**src/rtl/uart_tx_pkg.sv**
```systemverilog
package uart_tx_pkg;
  localparam int OVS      = 16;
  localparam int DATA_W   = 8;
  localparam int MIN_BITS = 5;
  localparam int LEN_W    = 2;
  localparam int SEL_W    = 4;

  typedef enum logic [2:0] {
    ST_IDLE, ST_START, ST_DATA, ST_PAR, ST_STOP, ST_TAIL
  } tx_state_e;

  typedef struct packed {
    logic [LEN_W-1:0] len;
    logic             par_en;
    logic             par_odd;
    logic             x1;
  } tx_cfg_t;
endpackage

```
**src/rtl/uart_tx_stop_len.sv**
```systemverilog
module uart_tx_stop_len
  import uart_tx_pkg::*;
#(
  parameter int CNT_W = 6
) (
  input  logic [LEN_W-1:0] len_i,
  input  logic [SEL_W-1:0] sel_i,
  input  logic             x1_i,
  output logic [CNT_W-1:0] ticks_o
);
  localparam int HALF = 1 << (SEL_W - 1);
  int t;

  // sixteenths: low half offset 9 (17 for 5-bit chars), high half offset 17
  always_comb begin
    if (x1_i)
      t = sel_i[SEL_W-1] ? 2 : 1;
    else if (int'(sel_i) >= HALF || len_i == '0)
      t = 17 + int'(sel_i);
    else
      t = 9 + int'(sel_i);
    ticks_o = CNT_W'(t);
  end
endmodule

```
**src/rtl/uart_tx_hold.sv**
```systemverilog
module uart_tx_hold
  import uart_tx_pkg::*;
(
  input  logic              clk_i,
  input  logic              rst_ni,
  input  logic              en_i,
  input  logic              tail_i,
  input  logic              wr_i,
  input  logic [DATA_W-1:0] data_i,
  input  logic              take_i,
  output logic              full_o,
  output logic [DATA_W-1:0] data_o,
  output logic              rdy_o
);
  logic accept;

  assign rdy_o  = en_i & ~full_o & ~tail_i;
  assign accept = wr_i & rdy_o;

  always_ff @(posedge clk_i or negedge rst_ni) begin
    if (!rst_ni) begin
      full_o <= 1'b0;
      data_o <= '0;
    end else begin
      if (take_i)      full_o <= 1'b0;
      else if (accept) full_o <= 1'b1;
      if (accept)      data_o <= data_i;
    end
  end
endmodule

```
**src/rtl/uart_tx_ctl.sv**
```systemverilog
module uart_tx_ctl (
  input  logic clk_i,
  input  logic rst_ni,
  input  logic en_cmd_i,
  input  logic dis_cmd_i,
  input  logic rts_set_i,
  input  logic rts_clr_i,
  input  logic halt_i,
  input  logic drop_i,
  output logic en_o,
  output logic pend_o,
  output logic rts_no
);
  logic rts_q;

  assign rts_no = ~rts_q;

  always_ff @(posedge clk_i or negedge rst_ni) begin
    if (!rst_ni) begin
      en_o   <= 1'b0;
      pend_o <= 1'b0;
      rts_q  <= 1'b0;
    end else begin
      if (en_cmd_i) begin
        en_o   <= 1'b1;
        pend_o <= 1'b0;
      end else if (halt_i) begin
        en_o   <= 1'b0;
        pend_o <= 1'b0;
      end else if (dis_cmd_i && en_o) begin
        pend_o <= 1'b1;
      end
      // any release wins over a set
      if (rts_clr_i || drop_i) rts_q <= 1'b0;
      else if (rts_set_i)      rts_q <= 1'b1;
    end
  end
endmodule

```
**src/rtl/uart_tx_frame.sv**
```systemverilog
module uart_tx_frame
  import uart_tx_pkg::*;
#(
  parameter int CNT_W = 6
) (
  input  logic              clk_i,
  input  logic              rst_ni,
  input  logic              tick_i,
  input  logic              en_i,
  input  logic              pend_i,
  input  logic              auto_i,
  input  logic              cts_ok_i,
  input  logic              full_i,
  input  logic [DATA_W-1:0] data_i,
  input  tx_cfg_t           cfg_i,
  input  logic [CNT_W-1:0]  stop_ticks_i,
  output logic              take_o,
  output logic              halt_o,
  output logic              drop_o,
  output logic              busy_o,
  output logic              tail_o,
  output logic              idle_o,
  output logic              txd_o
);
  localparam int IDX_W = $clog2(DATA_W);

  tx_state_e         state_q, state_d;
  logic [CNT_W-1:0]  cnt_q, stop_q, bit_last;
  logic [IDX_W-1:0]  idx_q, last_idx_q;
  logic [DATA_W-1:0] sh_q, mask, masked;
  logic              par_q, pe_q, x1_q;
  logic              can_load, bit_end, stop_end, seg_end;

  always_comb begin
    for (int i = 0; i < DATA_W; i++)
      mask[i] = (i < MIN_BITS + int'(cfg_i.len));
    masked = data_i & mask;
  end

  assign bit_last = x1_q ? '0 : CNT_W'(OVS - 1);
  assign bit_end  = tick_i && (cnt_q == bit_last);
  assign stop_end = tick_i && (cnt_q == stop_q - 1'b1);
  assign seg_end  = (state_q == ST_STOP) ? stop_end : bit_end;
  assign can_load = tick_i & en_i & full_i & cts_ok_i;

  always_comb begin
    state_d = state_q;
    take_o  = 1'b0;
    halt_o  = 1'b0;
    drop_o  = 1'b0;
    unique case (state_q)
      ST_IDLE: begin
        if (can_load)                   take_o = 1'b1;
        else if (en_i && pend_i && !full_i) halt_o = 1'b1;
      end
      ST_START: if (bit_end) state_d = ST_DATA;
      ST_DATA: begin
        if (bit_end && idx_q == last_idx_q) state_d = pe_q ? ST_PAR : ST_STOP;
      end
      ST_PAR: if (bit_end) state_d = ST_STOP;
      ST_STOP: begin
        if (stop_end) begin
          if (can_load) take_o = 1'b1;
          else begin
            state_d = ST_IDLE;
            if (pend_i && !full_i) begin
              if (auto_i) state_d = ST_TAIL;
              else        halt_o  = 1'b1;
            end
          end
        end
      end
      ST_TAIL: begin
        if (bit_end) begin
          state_d = ST_IDLE;
          if (pend_i) begin
            halt_o = 1'b1;
            drop_o = 1'b1;
          end
        end
      end
      default: state_d = ST_IDLE;
    endcase
    if (take_o) state_d = ST_START;
  end

  always_ff @(posedge clk_i or negedge rst_ni) begin
    if (!rst_ni) begin
      state_q    <= ST_IDLE;
      cnt_q      <= '0;
      idx_q      <= '0;
      last_idx_q <= '0;
      sh_q       <= '0;
      par_q      <= 1'b0;
      pe_q       <= 1'b0;
      x1_q       <= 1'b0;
      stop_q     <= CNT_W'(1);
    end else begin
      state_q <= state_d;
      if (take_o)
        cnt_q <= '0;
      else if (tick_i && state_q != ST_IDLE)
        cnt_q <= seg_end ? '0 : cnt_q + 1'b1;
      if (take_o) begin
        // frame settings are frozen per character
        sh_q       <= masked;
        par_q      <= (^masked) ^ cfg_i.par_odd;
        pe_q       <= cfg_i.par_en;
        x1_q       <= cfg_i.x1;
        stop_q     <= stop_ticks_i;
        last_idx_q <= IDX_W'(MIN_BITS - 1) + IDX_W'(cfg_i.len);
        idx_q      <= '0;
      end else if (state_q == ST_DATA && bit_end && idx_q != last_idx_q) begin
        idx_q <= idx_q + 1'b1;
        sh_q  <= sh_q >> 1;
      end
    end
  end

  always_comb begin
    unique case (state_q)
      ST_START: txd_o = 1'b0;
      ST_DATA:  txd_o = sh_q[0];
      ST_PAR:   txd_o = par_q;
      default:  txd_o = 1'b1;
    endcase
  end

  assign busy_o = (state_q == ST_START) || (state_q == ST_DATA) ||
                  (state_q == ST_PAR)   || (state_q == ST_STOP);
  assign tail_o = (state_q == ST_TAIL);
  assign idle_o = (state_q == ST_IDLE);
endmodule

```
**src/rtl/uart_tx_flow.sv**
```systemverilog
module uart_tx_flow
  import uart_tx_pkg::*;
(
  input  logic              clk_i,
  input  logic              rst_ni,
  input  logic              baud_tick_i,
  input  logic              x1_mode_i,
  input  logic [LEN_W-1:0]  char_len_i,
  input  logic              par_en_i,
  input  logic              par_odd_i,
  input  logic [SEL_W-1:0]  stop_sel_i,
  input  logic              cts_gate_i,
  input  logic              rts_auto_i,
  input  logic              cts_ni,
  input  logic              tx_en_i,
  input  logic              tx_dis_i,
  input  logic              rts_set_i,
  input  logic              rts_clr_i,
  input  logic              wr_i,
  input  logic [DATA_W-1:0] wdata_i,
  output logic              rdy_o,
  output logic              emt_o,
  output logic              txd_o,
  output logic              rts_no
);
  localparam int CNT_W = $clog2(2 * OVS + 1);

  tx_cfg_t           cfg;
  logic [CNT_W-1:0]  stop_ticks;
  logic [DATA_W-1:0] hold_data;
  logic              hold_full, en, pend, cts_ok;
  logic              frm_take, frm_halt, frm_drop, frm_busy, frm_tail, frm_idle;

  assign cfg.len     = char_len_i;
  assign cfg.par_en  = par_en_i;
  assign cfg.par_odd = par_odd_i;
  assign cfg.x1      = x1_mode_i;
  assign cts_ok      = ~cts_gate_i | ~cts_ni;

  uart_tx_stop_len #(.CNT_W(CNT_W)) u_stop (
    .len_i   (char_len_i),
    .sel_i   (stop_sel_i),
    .x1_i    (x1_mode_i),
    .ticks_o (stop_ticks)
  );

  uart_tx_hold u_hold (
    .clk_i  (clk_i),
    .rst_ni (rst_ni),
    .en_i   (en),
    .tail_i (frm_tail),
    .wr_i   (wr_i),
    .data_i (wdata_i),
    .take_i (frm_take),
    .full_o (hold_full),
    .data_o (hold_data),
    .rdy_o  (rdy_o)
  );

  uart_tx_ctl u_ctl (
    .clk_i     (clk_i),
    .rst_ni    (rst_ni),
    .en_cmd_i  (tx_en_i),
    .dis_cmd_i (tx_dis_i),
    .rts_set_i (rts_set_i),
    .rts_clr_i (rts_clr_i),
    .halt_i    (frm_halt),
    .drop_i    (frm_drop),
    .en_o      (en),
    .pend_o    (pend),
    .rts_no    (rts_no)
  );

  uart_tx_frame #(.CNT_W(CNT_W)) u_frame (
    .clk_i        (clk_i),
    .rst_ni       (rst_ni),
    .tick_i       (baud_tick_i),
    .en_i         (en),
    .pend_i       (pend),
    .auto_i       (rts_auto_i),
    .cts_ok_i     (cts_ok),
    .full_i       (hold_full),
    .data_i       (hold_data),
    .cfg_i        (cfg),
    .stop_ticks_i (stop_ticks),
    .take_o       (frm_take),
    .halt_o       (frm_halt),
    .drop_o       (frm_drop),
    .busy_o       (frm_busy),
    .tail_o       (frm_tail),
    .idle_o       (frm_idle),
    .txd_o        (txd_o)
  );

  assign emt_o = en & ~hold_full & (frm_idle | frm_tail);
endmodule

```
**config.mk**
```make
export PLATFORM = sky130hd
export DESIGN_NAME = uart_tx_flow
export DESIGN_NICKNAME = d
export VERILOG_FILES = /design/src/rtl/uart_tx_pkg.sv /design/src/rtl/uart_tx_stop_len.sv /design/src/rtl/uart_tx_hold.sv /design/src/rtl/uart_tx_ctl.sv /design/src/rtl/uart_tx_frame.sv /design/src/rtl/uart_tx_flow.sv
export SDC_FILE = /design/constraint.sdc
export NUM_CORES = 1
export LEC_CHECK = 0
export BUFFER_PORTS_ARGS = -buffer_cell sky130_fd_sc_hd__buf_2
export CELL_PAD_IN_SITES_DETAIL_PLACEMENT = 1
export CELL_PAD_IN_SITES_GLOBAL_PLACEMENT = 1
export CORE_ASPECT_RATIO = 0.75
export CORE_UTILIZATION = 46
export CTS_BUF_LIST = sky130_fd_sc_hd__clkbuf_16
export CTS_CLUSTER_DIAMETER = 150
export DETAILED_ROUTE_END_ITERATION = 16
export MAX_ROUTING_LAYER = met4
export PLACE_DENSITY_LB_ADDON = 0.1
export REMOVE_ABC_BUFFERS = 1
export SLEW_MARGIN = 40
export SYNTH_ARGS = -nofsm -noshare
export SYNTH_HDL_FRONTEND = slang
export SYNTH_SLANG_ARGS = --single-unit
export TNS_END_PERCENT = 50
```
**constraint.sdc**
```tcl
create_clock -name clk_i -period 3.1 [get_ports clk_i]
set_clock_uncertainty 0.1 [all_clocks]
set_input_delay 0.93 -clock clk_i [delete_from_list [all_inputs] [get_ports clk_i]]
set_output_delay 0.93 -clock clk_i [all_outputs]
set_load 0.05 [all_outputs]
```
Yosys cells after proc, flatten, opt, wreduce, memory -nomap -nowiden --
Index checks and enable logic that the tools add are counted.
Word-level totals: bits in registers 44, input bits 28, output and inout bits 4, logic and storage cells 132
Operators by class: add/subtract/negate cells 7, $lt $le $gt $ge 9, eq/ne operators 16, mux-type cells 46, bitwise operators 16, reduce and logical (&&, ||, !) cells 24
Operators with widths (count):
- 4-bit by 32-bit < comparator with 1-bit output (first input constant) | 4
- 3-bit by 32-bit < comparator with 1-bit output (first input constant) | 2
- 3-bit two-way mux | 12
- 2-bit by 32-bit < comparator with 1-bit output (first input constant) | 1
- 6-bit two-way mux | 5
- 1-bit two-way mux | 21
- 3-bit case mux with 6 select lines | 1
- 8-bit two-way mux | 2
- 3-bit by 2-bit != test with 1-bit output (second input constant) | 5
- 6-bit == test | 2
- 1-bit logical AND | 10
- 2-bit nonzero test | 5
- 8-bit AND | 1
- 8-bit parity | 1
- 1-bit AND | 7
- 7-bit AND reduction | 1
- 5-bit by 4-bit adder with 6-bit output (first input constant) | 1
- 6-bit by 1-bit adder with 6-bit output (second input constant) | 1
- 3-bit by 2-bit == test with 1-bit output (second input constant) | 2
- 3-bit == test (second input constant) | 2
- 1-bit case mux with 3 select lines | 2
- 3-bit nonzero test | 2
- 6-bit by 1-bit subtractor with 6-bit output (second input constant) | 1
- 4-bit by 4-bit adder with 5-bit output (first input constant) | 1
- other kinds (20) | 26

Longest topological paths before layout --
Gate-level depths: netlist (run 1).
depth in word-level cells 8, gate-level depth with buffers 9, gate-level depth less buffers 8

Cells and area by module --
From an unflattened synthesis (run 1), not the netlist that was laid out.
Unflattened totals: cell total of the unflattened synthesis 243, area, all modules 2621.3 um^2
Modules (own cells, without submodules):
- uart_tx_frame | times used 1, cells an instance 191, area an instance 1973.1 um^2, sequential area each 802.0 um^2
- uart_tx_hold | times used 1, cells an instance 23, area an instance 392.9 um^2, sequential area each 225.2 um^2
- uart_tx_stop_len | times used 1, cells an instance 16, area an instance 121.4 um^2, sequential area each 0.0 um^2
- uart_tx_ctl | times used 1, cells an instance 10, area an instance 113.9 um^2, sequential area each 75.1 um^2
- uart_tx_flow | times used 1, cells an instance 3, area an instance 20.0 um^2, sequential area each 0.0 um^2

Worst setup path before layout (run 1) --
No wires, ideal clock.
path kind register -> output, start register u_frame.state_q[2], end output emt_o, data arrival time 1.823 ns, data required time 2.070 ns, setup slack 0.247 ns, stages on the path, launching flop included 4, path buffers 1, cells stage by stage dfrtp_1 > clkbuf_1 > xor2_1 > nor3_1
On the way: word-level cells in the longest chain between the ends 3, elaborated cells on any way between the ends 4
RTL lines:
- start: declaration | line uart_tx_frame.sv:27 | tx_state_e state_q, state_d;
- start signal: assignment | line uart_tx_frame.sv:99 | state_q <= state_d;
- 3-bit == test or 3-bit zero test (tied branches) | line uart_tx_frame.sv:131, uart_tx_frame.sv:132
- 1-bit bitwise OR * | line uart_tx_flow.sv:95 | assign emt_o = en & ~hold_full & (frm_idle | frm_tail);
- 1-bit AND * | line uart_tx_flow.sv:95
- end: declaration | line uart_tx_flow.sv:22 | output logic emt_o,
Mark *: on every way between the ends. The rest lies on a longest branch, timed or not.

Final worst setup path (run 1) --
start register u_frame.stop_q[0], end register u_frame.sh_q[0]
On the way: word-level cells in the longest chain between the ends 6, elaborated cells on any way between the ends 7
RTL lines:
- start: declaration | line uart_tx_frame.sv:28 | logic [CNT_W-1:0] cnt_q, stop_q, bit_last;
- start signal: assignment | line uart_tx_frame.sv:110 | stop_q <= stop_ticks_i;
- 6-bit by 1-bit subtractor with 6-bit output * | line uart_tx_frame.sv:42 | assign stop_end = tick_i && (cnt_q == stop_q - 1'b1);
- 6-bit == test * | line uart_tx_frame.sv:42
- 1-bit logical AND * | line uart_tx_frame.sv:42
- 1-bit two-way mux * | line uart_tx_frame.sv:62 | if (stop_end) begin
- 1-bit case mux with 2 select lines * | line uart_tx_frame.sv:51 | unique case (state_q)
- 8-bit two-way mux or 2-bit nonzero test (tied branches)
- end signal: assignment | line uart_tx_frame.sv:106 | sh_q <= masked;
- end signal: assignment | line uart_tx_frame.sv:115 | sh_q <= sh_q >> 1;
- end: declaration | line uart_tx_frame.sv:30 | logic [DATA_W-1:0] sh_q, mask, masked;
Marked as above. A chain may end at the register's enable or synchronous reset.

==> flow_metrics.tcl, run 1 <==
set metrics [dict create \
    outcome "completed" \
    drive_gt1_frac 0.2500 \
    ctsResizeCount 0 \
    period_share 0.9109 \
    endpoint "u_frame.sh_q[0]$_DFFE_PN0P_" \
    synth_seq_cells 44 \
    grt_util_all_layers 0.2440 \
    yosysWarnings 0 \
    synth_area_um2 2649 \
    initial_core_util 0.4870 \
    drc_errors 0 \
    vias 2031 \
    area_growth_pct 14.31 \
    leakage_nw 1.374 \
    crit_arrival_ns 2.88 \
    grt_pass1_wl_um 10530 \
    nets 324 \
    die_h_um 67.72 \
    yosysTopAreaCell "dfrtp_1" \
    drtPass1Iterations 4 \
    grt_antenna_before_repair 0 \
    drt-initial-drc-count 146 \
    rrSetupSlack_ns 0.28 \
    grt_max_degree 27 \
    critPathLaunch "u_frame.stop_q[0]$_DFFE_PN1P_" \
    seq_area_frac_synth 0.4162 \
    root_buffer "clkbuf_16" \
    maxSlewViolCount 0 \
    cts_hold_buf 0 \
    clk_pin_slew_ns 0.07 \
    end_kind "flip-flop" \
    postRouteWirelength_um 6522 \
    drtAntennaViolNets 0 \
    netlist.area_leader.share 0.4062 \
    finalSetupViolations 0 \
    slew_headroom 0.5616 \
    synthArstFlopShare 1.000 \
    period_needed_ns 2.824 \
    numPortBuffers 31 \
    grt_pass1_vias 2062 \
    maxCapViolations 0 \
    worstMarginPinSlew_ns 0.6517 \
    power_density_nw_per_um2 972.4 \
    gp_congestion 0.7556 \
    netlist_instances 257 \
    grt_overflow 0 \
    ir_drop_mv 0.3254 \
    crit_type "reg2reg" \
    htree_num_levels 2 \
    post_drt_via_cell_ratio 5.534 \
    r2r_end "u_frame.sh_q[0]$_DFFE_PN0P_" \
    syn_area_per_cell_um2 10.31 \
    mostFrequentLayoutCell "dfrtp_1" \
    diodes 0 \
    ys.flop_type "dfrtp_1" \
    core_area_um2 5439 \
    cp.required_ns 3.15 \
    cts_tree "done" \
    hold_class "reg2reg" \
    worst_r2r_path_depth 9 \
    yosys.cell_types.count 58 \
    die_w_um 89.62 \
    synthTopCellsByArea "dfrtp_1, xnor2_1, mux2_2" \
    hold_viol_final 0 \
    fin_util 0.5567 \
    synth-edff-count 0 \
    fmax_ghz 0.3542 \
    cts_setup_buffers 0 \
    start_kind "flip-flop" \
    tns_ns 0 \
    dieArea_um2 6069 \
    final_cell_mix "dfrtp_1, buf_2, nand2_1" \
    r2r_start "u_frame.stop_q[0]$_DFFE_PN1P_" \
    crit_path_max_fanout 14 \
    wl_per_cell_um 17.77 \
    cts-buffers-inserted 5 \
    clkSinkCount 44 \
    cts.path.max_buffers 2 \
    rsz0062_at_grt "false" \
    io_pins 32 \
    clkLatencyLatePin_ns 0.28 \
    place_hpwl_um 4720 \
    rows 23 \
]
[report_power, final]
part	internal [mW]	switching [mW]
combinational	0.595	0.665
clock	0.376	0.220
sequential	0.810	0.278
[routing by layer]
layer | wire length, µm | up-vias | part of all wire | global-route usage
met5 | 0 | - | 0 | -
met4 | 59 | 0 | 0.0090 | 0.05159
met3 | 334 | 6 | 0.051 | 0.04279
met2 | 3014 | 50 | 0.46 | 0.3902
met1 | 3114 | 993 | 0.48 | 0.3257
li1 | - | 982 | - | -
[critical path, cell delays in order (launching register included)]
cell	delay [ns]
dfstp_2	0.56
inv_1	0.06
ha_1	0.25
o21ba_1	0.20
a221oi_2	0.27
a41oi_1	0.10
o41a_4	0.43
buf_4	0.20
o211a_1	0.22
a221o_1	0.30
[registers in the layout (all words and copies together) (netlist names)]
signal	cells
u_hold.data_o	8
u_ctl.rts_q	1
u_hold.full_o	1
u_frame.pe_q	1
u_frame.last_idx_q	3
u_frame.sh_q	8
u_ctl.en_o	1
u_ctl.pend_o	1
u_frame.cnt_q	6
u_frame.stop_q	6
u_frame.par_q	1
u_frame.state_q	3
u_frame.x1_q	1
u_frame.idx_q	3
[cell usage after synthesis, types with 3 or more instances]
cell type / count
nor2_1: 17
ha_1: 5
mux2i_1: 7
o211ai_1: 9
inv_1: 12
xor2_1: 8
mux2_2: 12
nor3_1: 6
nand3_1: 13
a211oi_1: 3
buf_6: 3
nand2_1: 26
mux2_1: 5
dfrtp_1: 43
mux2_4: 6
xnor2_1: 16
a21oi_1: 5
clkbuf_1: 3
o21ai_0: 10
[worst min-delay path by stage]
stage                                         to  slack (ns)                               from  cells past startpoint
2_1_floorplan  u_frame.last_idx_q[2]$_DFFE_PN0P_        0.36  u_frame.last_idx_q[2]$_DFFE_PN0P_                      1
3_3_place_gp         u_frame.sh_q[0]$_DFFE_PN0P_        0.39        u_frame.sh_q[1]$_DFFE_PN0P_                      1
3_5_place_dp        u_hold.data_o[5]$_DFFE_PN0P_        0.40       u_hold.data_o[5]$_DFFE_PN0P_                      1
4_1_cts             u_hold.data_o[5]$_DFFE_PN0P_        0.42       u_hold.data_o[5]$_DFFE_PN0P_                      1
5_1_grt        u_frame.last_idx_q[2]$_DFFE_PN0P_        0.44  u_frame.last_idx_q[2]$_DFFE_PN0P_                      1
6_report       u_frame.last_idx_q[2]$_DFFE_PN0P_        0.41  u_frame.last_idx_q[2]$_DFFE_PN0P_                      1
[through the flow]
stage | cell area, µm² | power (mW) | setup WS (ns) | hold WS (ns) | cells
after global placement | 2864 | 2.286 | 0.3841 | 0.3868 | 359
after floorplan | 2570 | 1.989 | 0.3468 | 0.3618 | 247
after global routing | 3028 | 3.149 | 0.1130 | 0.4406 | 367
final | 3028 | 2.944 | 0.2763 | 0.4139 | 367
after detailed placement | 2864 | 2.350 | 0.2370 | 0.4011 | 359
after CTS | 3028 | 2.972 | 0.2624 | 0.4219 | 367
[final cells by class]
type / count / area, µm²
fillers: 624 / 2411
multi-input cells: 191 / 1423
flip-flops and latches: 44 / 1102
repair buffers: 37 / 200.2
clock inverters: 3 / 38.79
well taps: 75 / 93.84
inverters: 12 / 45.04
clock buffers: 5 / 125.1
[logic make-up after synthesis]
family | share of synthesized area
and+or+nand+nor | 0.1521
buffers and inverters | 0.04676
DFF | 0.4162
muxes | 0.1327
adders and majority gates | 0.02362
xor gates and xnor gates | 0.07936
AOI/OAI and AO/OA | 0.1493
Power figures use the tool's default switching activity.
==> inputs of run 2 (changes only) <==
Settings changed: SETUP_SLACK_MARGIN set to 0.3.
==> flow_metrics.tcl, run 2 (synthesis results as in run 1) <==
set metrics [dict create \
    m1WireLength_um 3268 \
    period_needed_ns 2.681 \
    root_buffer "clkbuf_16" \
    tns_ns 0 \
    rsz0062_at_grt "false" \
    clkLatencyLatePin_ns 0.28 \
    critPathLaunch "u_frame.state_q[2]$_DFFE_PN0P_" \
    drc_errors 0 \
    cts-buffers-inserted 5 \
    power_density_nw_per_um2 977.2 \
    numPortBuffers 31 \
    io_pins 32 \
    leakage_nw 1.413 \
    dieArea_um2 6069 \
    core_area_um2 5439 \
    finalSetupViolations 0 \
    clkSinkCount 44 \
    finish.instance_area_um2 3123 \
    clk_pin_slew_ns 0.06 \
    rows 23 \
    vias 2067 \
    die_h_um 67.72 \
    grt_overflow 0 \
    worst_r2r_path_depth 9 \
    htree_num_levels 2 \
    nets 330 \
    cts.path.max_buffers 2 \
    wl_met2_um 3142 \
    initial_core_util 0.4870 \
    grt_antenna_before_repair 0 \
    met3_length_um 281 \
    fmax_ghz 0.3730 \
    diodes 0 \
    crit_arrival_ns 1.65 \
    grt_pass1_wl_um 10990 \
    endpoint "emt_o" \
    start_kind "flip-flop" \
    maxCapViolations 0 \
    drt-initial-drc-count 139 \
    instances_no_fill 373 \
    r2r_start "u_frame.stop_q[0]$_DFFE_PN1P_" \
    period_share 0.8649 \
    crit_path_max_fanout 15 \
    dr.max_layer_used "met4" \
    slew_headroom 0.5510 \
    mostFrequentLayoutCell "dfrtp_1" \
    post_drt_via_cell_ratio 5.542 \
    end_kind "output port" \
    final_cell_mix "dfrtp_1, buf_2, nand2_1" \
    crit_type "reg2out" \
    rrSetupSlack_ns 0.47 \
    postRouteWirelength_um 6746 \
    outcome "completed" \
    cts_tree "done" \
    power_mw 3.052 \
    maxSlewViolCount 0 \
    grt_util_all_layers 0.2540 \
    cp.required_ns 2.07 \
    drive_gt1_frac 0.2752 \
    dp.cells 359 \
    grt_pass1_vias 2152 \
    drtAntennaViolNets 0 \
    placed_area_um2 2864 \
    wl_per_cell_um 18.09 \
    place_hpwl_um 4720 \
    hold_class "reg2reg" \
    drtPass1Iterations 4 \
    area_growth_pct 17.90 \
    r2r_end "u_frame.sh_q[0]$_DFFE_PN0P_" \
    gp_congestion 0.7556 \
    reg_top3 "u_frame.sh_q (8), u_hold.data_o (8)" \
    grt_max_degree 27 \
    ir_drop_mv 0.3288 \
    hold_viol_final 0 \
    worstMarginPinSlew_ns 0.6675 \
    die_w_um 89.62 \
]
-- run 2: changes by cell type in the layout (fill, tap and decap cells not counted) --
cell,before,now
a41oi_1,1,0
buf_4,6,9
a32oi_1,1,0
a41oi_2,0,1
buf_12,0,2
ha_1,5,4
ha_2,0,1
a32oi_2,0,1
buf_8,0,1
-- run 2: worst min-delay path by stage --
| stage | start | slack (ns) | depth (start not counted) | endpoint |
|---|---|---|---|---|
| after global placement | u_frame.sh_q[1]$_DFFE_PN0P_ | 0.39 | 1 | u_frame.sh_q[0]$_DFFE_PN0P_ |
| after floorplan | u_frame.last_idx_q[2]$_DFFE_PN0P_ | 0.36 | 1 | u_frame.last_idx_q[2]$_DFFE_PN0P_ |
| after global routing | u_frame.last_idx_q[2]$_DFFE_PN0P_ | 0.44 | 1 | u_frame.last_idx_q[2]$_DFFE_PN0P_ |
| after detailed placement | u_hold.data_o[5]$_DFFE_PN0P_ | 0.40 | 1 | u_hold.data_o[5]$_DFFE_PN0P_ |
| after CTS | u_frame.stop_q[0]$_DFFE_PN1P_ | 0.41 | 2 | u_frame.stop_q[0]$_DFFE_PN1P_ |
| final | u_frame.stop_q[0]$_DFFE_PN1P_ | 0.41 | 2 | u_frame.stop_q[0]$_DFFE_PN1P_ |
-- run 2: cell type report --
| type | instances | area, µm² |
|---|---|---|
| clock inverter | 3 | 38.79 |
| fill | 617 | 2316 |
| inverter | 12 | 45.04 |
| multi-input combinational | 191 | 1440 |
| sequential | 44 | 1102 |
| tap | 75 | 93.84 |
| timing repair buffer | 43 | 277.8 |
| clock buffer | 5 | 125.1 |
-- run 2: where the power goes --
| group | switching (mW) | internal [mW] |
|---|---|---|
| sequential | 0.281 | 0.809 |
| combinational | 0.707 | 0.658 |
| clock | 0.220 | 0.376 |
| total | 1.21 | 1.84 |
-- run 2: per-layer routing --
| metal | global-route usage | vias to the layer above |
|---|---|---|
| li1 | - | 999 |
| met1 | 0.3376 | 1010 |
| met2 | 0.4081 | 50 |
| met3 | 0.04523 | 8 |
| met4 | 0.05159 | 0 |
| met5 | - | - |
-- run 2: timing repair --
action	in CTS	in global routing
setup endpoints to repair	7	22
hold buffers	0	0
resized for setup	4	1
setup buffers	6	0
pin swaps	3	1
-- run 2: metrics by stage --
step                      setup WS (ns)  hold WS, ns    util
final                            0.4189       0.4120  0.5742
after floorplan                  0.3468       0.3618       -
after global routing             0.3266       0.4406  0.5742
after global placement           0.3841       0.3868  0.5266
after detailed placement         0.2370       0.4011  0.5266
after CTS                        0.3181       0.4125  0.5728
-- run 2: worst max-delay path: stages (launching register included) --
cell     delay [ns]
dfrtp_1        0.69
xor2_1         0.16
nor3_1         0.21
buf_2          0.31
==> inputs of run 3 (changes only) <==
Settings changed: CAP_MARGIN set to 20, MAX_ROUTING_LAYER met4 to not set.
==> flow_metrics.tcl, run 3 (synthesis results as in run 1) <==
set metrics [dict create \
    outcome "completed" \
    nets 330 \
    drtAntennaViolNets 0 \
    drive_gt1_frac 0.2752 \
    cts_tree "done" \
    grt_overflow 0 \
    worst_r2r_path_depth 9 \
    clkSinkCount 44 \
    rows 23 \
    worst_slack_ns 0.4236 \
    placed_area_um2 2864 \
    die_h_um 67.72 \
    hold_class "reg2reg" \
    place_hpwl_um 4720 \
    clk_pin_slew_ns 0.06 \
    drt-initial-drc-count 143 \
    tns_ns 0 \
    ff_latch_area_um2 1102 \
    postRouteWirelength_um 6766 \
    period_needed_ns 2.676 \
    leakage_nw 1.413 \
    crit_arrival_ns 1.65 \
    wl_per_cell_um 18.14 \
    post_drt_via_cell_ratio 5.584 \
    end_kind "output port" \
    htree_num_levels 2 \
    maxSlewViolCount 0 \
    hold_viol_final 0 \
    power_mw 3.049 \
    multi_input_area_um2 1440 \
    grt_antenna_before_repair 0 \
    die_w_um 89.62 \
    maxCapViolations 0 \
    fmax_ghz 0.3736 \
    drc_errors 0 \
    period_share 0.8633 \
    diodes 0 \
    endpoint "emt_o" \
    mostFrequentLayoutCell "dfrtp_1" \
    dieArea_um2 6069 \
    finalSetupViolations 0 \
    reg_top3 "u_frame.sh_q (8), u_hold.data_o (8)" \
    fin_util 0.5742 \
    clkLatencyLatePin_ns 0.28 \
    root_buffer "clkbuf_16" \
    cts-buffers-inserted 5 \
    gp_congestion 0.7462 \
    area_growth_pct 17.90 \
    cts_hold_buf 0 \
    crit_path_max_fanout 15 \
    io_pins 32 \
    ir_drop_mv 0.3299 \
    slew_headroom 0.5508 \
    r2r_end "u_frame.sh_q[0]$_DFFE_PN0P_" \
    numPortBuffers 31 \
    grt_util_all_layers 0.2466 \
    cts.path.max_buffers 2 \
    power_density_nw_per_um2 976.2 \
    worstMarginPinSlew_ns 0.6678 \
    drtPass1Iterations 4 \
    r2r_start "u_frame.stop_q[0]$_DFFE_PN1P_" \
    initial_core_util 0.4870 \
    crit_type "reg2out" \
    pre_cts_slack_ns 0.2370 \
    core_area_um2 5439 \
    final_cell_mix "dfrtp_1, buf_2, nand2_1" \
    n_fill_cell 617 \
    grt_pass1_vias 2155 \
    grt_max_degree 27 \
    grt_pass1_wl_um 10960 \
    cp.required_ns 2.07 \
    finish.instance_area_um2 3123 \
    critPathLaunch "u_frame.state_q[2]$_DFFE_PN0P_" \
    rrSetupSlack_ns 0.47 \
    rsz0062_at_grt "false" \
    start_kind "flip-flop" \
    vias 2083 \
]
-- run 3: cell counts in the layout (fill, tap and decap cells not counted) --
Identical to the previous run, type by type.
-- run 3: per-layer routing --
metal  up-vias  track usage  part of all wire
met5         -            0                 0
met4         0      0.05159            0.0062
met3         6      0.04523             0.055
met1      1019       0.3376              0.47
met2        66       0.4081              0.47
li1        992            -                 -
-- run 3: how the worst min path moves through the flow --
stage,startpoint,cells past startpoint,slack (ns),to
after detailed placement,u_hold.data_o[5]$_DFFE_PN0P_,1,0.40,u_hold.data_o[5]$_DFFE_PN0P_
after global placement,u_frame.sh_q[1]$_DFFE_PN0P_,1,0.39,u_frame.sh_q[0]$_DFFE_PN0P_
after floorplan,u_frame.last_idx_q[2]$_DFFE_PN0P_,1,0.36,u_frame.last_idx_q[2]$_DFFE_PN0P_
after global routing,u_frame.last_idx_q[2]$_DFFE_PN0P_,1,0.44,u_frame.last_idx_q[2]$_DFFE_PN0P_
final,u_frame.stop_q[0]$_DFFE_PN1P_,2,0.41,u_frame.stop_q[0]$_DFFE_PN1P_
after CTS,u_frame.stop_q[0]$_DFFE_PN1P_,2,0.41,u_frame.stop_q[0]$_DFFE_PN1P_
-- run 3: cell type report --
cell class,instances,share of cell area
multi-input cells,191,0.4611
clock buffers,5,0.04006
inverters,12,0.01442
flip-flops and latches,44,0.3530
repair buffers,43,0.08894
clock inverters,3,0.01242
well taps,75,0.03005
-- run 3: critical path, cell delays in order (launching register included) --
cell and delay, ns:
dfrtp_1 0.69, xor2_1 0.16, nor3_1 0.21, buf_2 0.31
-- run 3: where the power goes --
part           total, mW  leakage [nW]  switching, mW  internal [mW]
combinational       1.36         0.800          0.703          0.658
clock              0.596        0.0850          0.220          0.376
sequential          1.09         0.529          0.282          0.809
total               3.05          1.41           1.21           1.84
-- run 3: per-stage QoR --
| step | std cells | hold WS, ns |
|---|---|---|
| after floorplan | 247 | 0.3618 |
| after global placement | 359 | 0.3868 |
| after detailed placement | 359 | 0.4011 |
| after CTS | 373 | 0.4125 |
| after global routing | 373 | 0.4406 |
| final | 373 | 0.4120 |
-- run 3: repair_timing --
action | CTS | global route
endpoints found under the setup margin | 7 | 22
pin swaps | 3 | 1
gates resized for setup | 4 | 1
setup buffers | 6 | 0
